## config.mk

```make
export PLATFORM = sky130hd
export DESIGN_NAME = upper_wp_dpath
export DESIGN_NICKNAME = d
export VERILOG_FILES = /design/src/rtl/upper_wp_pkg.sv /design/src/rtl/upper_wp_dpath.sv
export SDC_FILE = /design/constraint.sdc
export NUM_CORES = 1
export LEC_CHECK = 0
export CAP_MARGIN = 25
export CELL_PAD_IN_SITES_DETAIL_PLACEMENT = 1
export CELL_PAD_IN_SITES_GLOBAL_PLACEMENT = 1
export CORE_MARGIN = 2
export CORE_UTILIZATION = 29
export CTS_BUF_LIST = sky130_fd_sc_hd__clkbuf_8 sky130_fd_sc_hd__clkbuf_16
export DETAILED_ROUTE_END_ITERATION = 8
export PLACE_DENSITY = 0.95
export SLEW_MARGIN = 0
export SYNTH_ARGS = -nofsm -noshare
export SYNTH_HDL_FRONTEND = slang
export SYNTH_SLANG_ARGS = --single-unit
```

## constraint.sdc

```tcl
create_clock -name clk -period 1.2 [get_ports clk]
set_input_delay 0.24 -clock clk [delete_from_list [all_inputs] [get_ports clk]]
set_output_delay 0.24 -clock clk [all_outputs]
set_load 0.02 [all_outputs]
```

## src/rtl/upper_wp_pkg.sv

```systemverilog
package upper_wp_pkg;
  // strobes from control to datapath
  typedef struct packed {
    logic commit;   // pass the offered byte to the array
    logic ptrLoad;  // reload the shadow pointer from the offered byte
  } wpStrobe_t;
endpackage

```

## src/rtl/upper_wp_dpath.sv

```systemverilog
module upper_wp_dpath
  import upper_wp_pkg::*;
#(
  parameter int ADDR_W   = 11,
  parameter int DATA_W   = 8,
  parameter int BLK_W    = 8,
  parameter int ROW_W    = 4,
  parameter int SEL_W    = 2,
  parameter int FLAG_BIT = 2
) (
  input  logic              clk,
  input  logic              rstN,
  input  wpStrobe_t         strobe,
  input  logic [ADDR_W-1:0] byteAddr,
  input  logic [DATA_W-1:0] byteData,
  input  logic [SEL_W-1:0]  blkSel,
  output logic              shadowFlag,
  output logic [ADDR_W-1:0] boundAddr,
  output logic              cmtWe,
  output logic [ADDR_W-1:0] cmtAddr,
  output logic [DATA_W-1:0] cmtData
);
  localparam int PTR_W     = BLK_W - ROW_W;
  localparam int BLK_CNT_W = ADDR_W - BLK_W;
  localparam int BASE_BLK  = (1 << BLK_CNT_W) - (1 << SEL_W);

  // only the meaningful pointer bits are kept
  logic [PTR_W-1:0]     ptrHi;
  logic [BLK_CNT_W-1:0] blkIdx;

  always_ff @(posedge clk) begin
    if (!rstN) begin
      ptrHi      <= '1;
      shadowFlag <= 1'b1;
    end else if (strobe.ptrLoad) begin
      ptrHi      <= byteData[DATA_W-1 -: PTR_W];
      shadowFlag <= byteData[FLAG_BIT];
    end
  end

  always_ff @(posedge clk) begin
    if (!rstN) begin
      cmtWe   <= 1'b0;
      cmtAddr <= '0;
      cmtData <= '0;
    end else begin
      cmtWe <= strobe.commit;
      if (strobe.commit) begin
        cmtAddr <= byteAddr;
        cmtData <= byteData;
      end
    end
  end

  always_comb begin
    blkIdx    = BLK_CNT_W'(BASE_BLK) + BLK_CNT_W'(blkSel);
    boundAddr = {blkIdx, ptrHi, {ROW_W{1'b0}}};
  end
endmodule

```

==> metrics <==
final slew viol count=0; crit path kind=reg -> out; Core Rows=21; Post-CTS Setup Inserts=0; Netlist cell types=10; Setup Skew=0 ns; Final Util=0.453; # diodes=0; flops & latches, synth=25; die extent in y=62.2 um; layout cells sized above 1=0.0758; max_cap viols=0; DIE WIDTH=62.2 um; first-pass GRT wire length=3910 um; Pwr Total=1.72 mW; Synth area leaders=dfxtp_1 (51%), mux2i_1 (24%), nor2b_1 (12%), buf_4 (5.4%), buf_6 (2.3%); crit path cell chain=clkdlybuf4s15_1; Initial Util=0.299; RSZ-0062 raised after global routing=false; Vias=729; Post-DRT Antenna Nets=0; commonest non-fill, non-tap cells in the layout=dfxtp_1 (25), mux2i_1 (24), clkdlybuf4s50_1 (22); Reg clk slew, reported paths=0.08 ns; worst hold path class=reg -> reg; final setup vio count=0; Layout Cells excl Fill=178; Critical path buffers and inverters=1; Worst path slowest cell=dfxtp_1; CTS H-tree lvls=1; f_max=0.860 GHz; fin crit share=0.969; crit-path leading delay family=flip-flops; area of the die=0.00386 sq mm; type of origin of the critical path=register; CTS max path bufs=2; final WL=2310 um; Syn Inst Count=88; Fin. Hold Viols=0; placed cells=174; syn_area_per_cell=11.1 sq um; register area share after synthesis=0.510; Via density=4.10; Max stage delay on crit path=0.35 ns; area leader, netlist=dfxtp_1; commonest non-fill, non-tap cell in the layout=dfxtp_1; Post-DP Area=0.00147 sq mm; CTS Buf Count=3; Skew-Pair Late Insertion Delay=0.26 ns; P per Cell Area=1160 mW/mm^2; CTS Root Cell=clkbuf_8; wire length per cell=13.0 um; CTS tree=yes; nets=158; clk sinks=25; post-synth top area share=0.510; number of fill cells=367; HPWL after DPL=1830 um; Worst EP arrival=0.92 ns; leak pwr=0.659 nW; DR pass1 iterations=2; DRC viols=0; CP Capture Type=output pin; VDD IR max=0.000593 V; gr usage total=0.126; vias in the first global route=820; mapped cell area=981 sq um; initial antenna violation count=0; WP data required=0.96 ns; status=finished, final reports clean; largest net degree at the start of global routing=26; Final Wtd Congestion=0.692; number of DRC markers in iteration 0=11; Worst Path Max Fanout=2; Area Overhead vs Synth=51.8%; Top Ports=57; Synthesis Warnings=0; port buffer count=47; post-layout min period=1.16 ns; Final Cell Area=0.00149 sq mm; Overflow after GRT=0; core area=0.00328 sq mm
cell usage after synthesis (all sizes together):
cell type,count
dfxtp,25
buf,11
nand2,5
clkbuf,1
and2,1
nor2b,19
conb,2
mux2i,24
final cells by class:
cell class	count	area, sq um	area share
repair buffers	49	483	0.324
well taps	46	57.6	0.0387
clock inverters	1	3.75	0.00252
clock buffers	3	41.3	0.0277
flip-flops and latches	25	500	0.336
multi-input cells	54	403	0.271
metrics by stage:
step           hold slack, ns  setup WS (ns)  TNS (ns)
6_report                0.474         0.0369         0
5_1_grt                 0.480        0.00126         0
4_1_cts                 0.476        0.00117         0
3_5_place_dp            0.458         -0.153     -2.96
3_3_place_gp            0.455         -0.112     -2.28
2_1_floorplan           0.368          0.454         0
worst register-to-register path, stage by stage, from the launching register on:
cell     delay [ns]
dfxtp_1        0.32
mux2i_1        0.15
nor2b_1        0.07
sequential cells by signal, indices dropped and copies added (netlist names):
register and flops:
cmtAddr 11, cmtData 8, ptrHi 4, cmtWe 1, shadowFlag 1
final timing paths:
| kind | start | endpoint | slack (ns) | cells after the start |
|---|---|---|---|---|
| worst max-delay path | cmtData[7] | cmtData[7] | 0.04 | 1 |
| worst min-delay path | ptrHi[0] | ptrHi[0] | 0.47 | 2 |
| worst max register to register | cmtData[4] | cmtData[4] | 0.56 | 2 |
| worst min register to register | ptrHi[0] | ptrHi[0] | 0.47 | 2 |
logic make-up after synthesis:
group / count (synthesis) / synth area share
flops: 25 / 0.510
simple gates: 25 / 0.147
mux: 24 / 0.245
buf+inv: 12 / 0.0906
other cells: 2 / 0.00766
power by group:
| group | switching, mW | leakage [nW] | internal [mW] |
|---|---|---|---|
| registers | 0.0255 | 0.207 | 0.879 |
| logic | 0.167 | 0.425 | 0.182 |
| clock network | 0.240 | 0.0269 | 0.228 |
per-layer routing:
layer / vias up / part of all wire / track usage
li1: 359 / - / -
met1: 348 / 0.36 / 0.131
met2: 20 / 0.57 / 0.250
met3: 2 / 0.056 / 0.0326
met4: 0 / 0.0056 / 0.0278
met5: - / 0 / 0
what timing repair did:
item,CTS,global route
hold buffers,0,0
setup endpoints to repair,25,23
resized for setup,27,26
(Power assumes the default switching activity.)
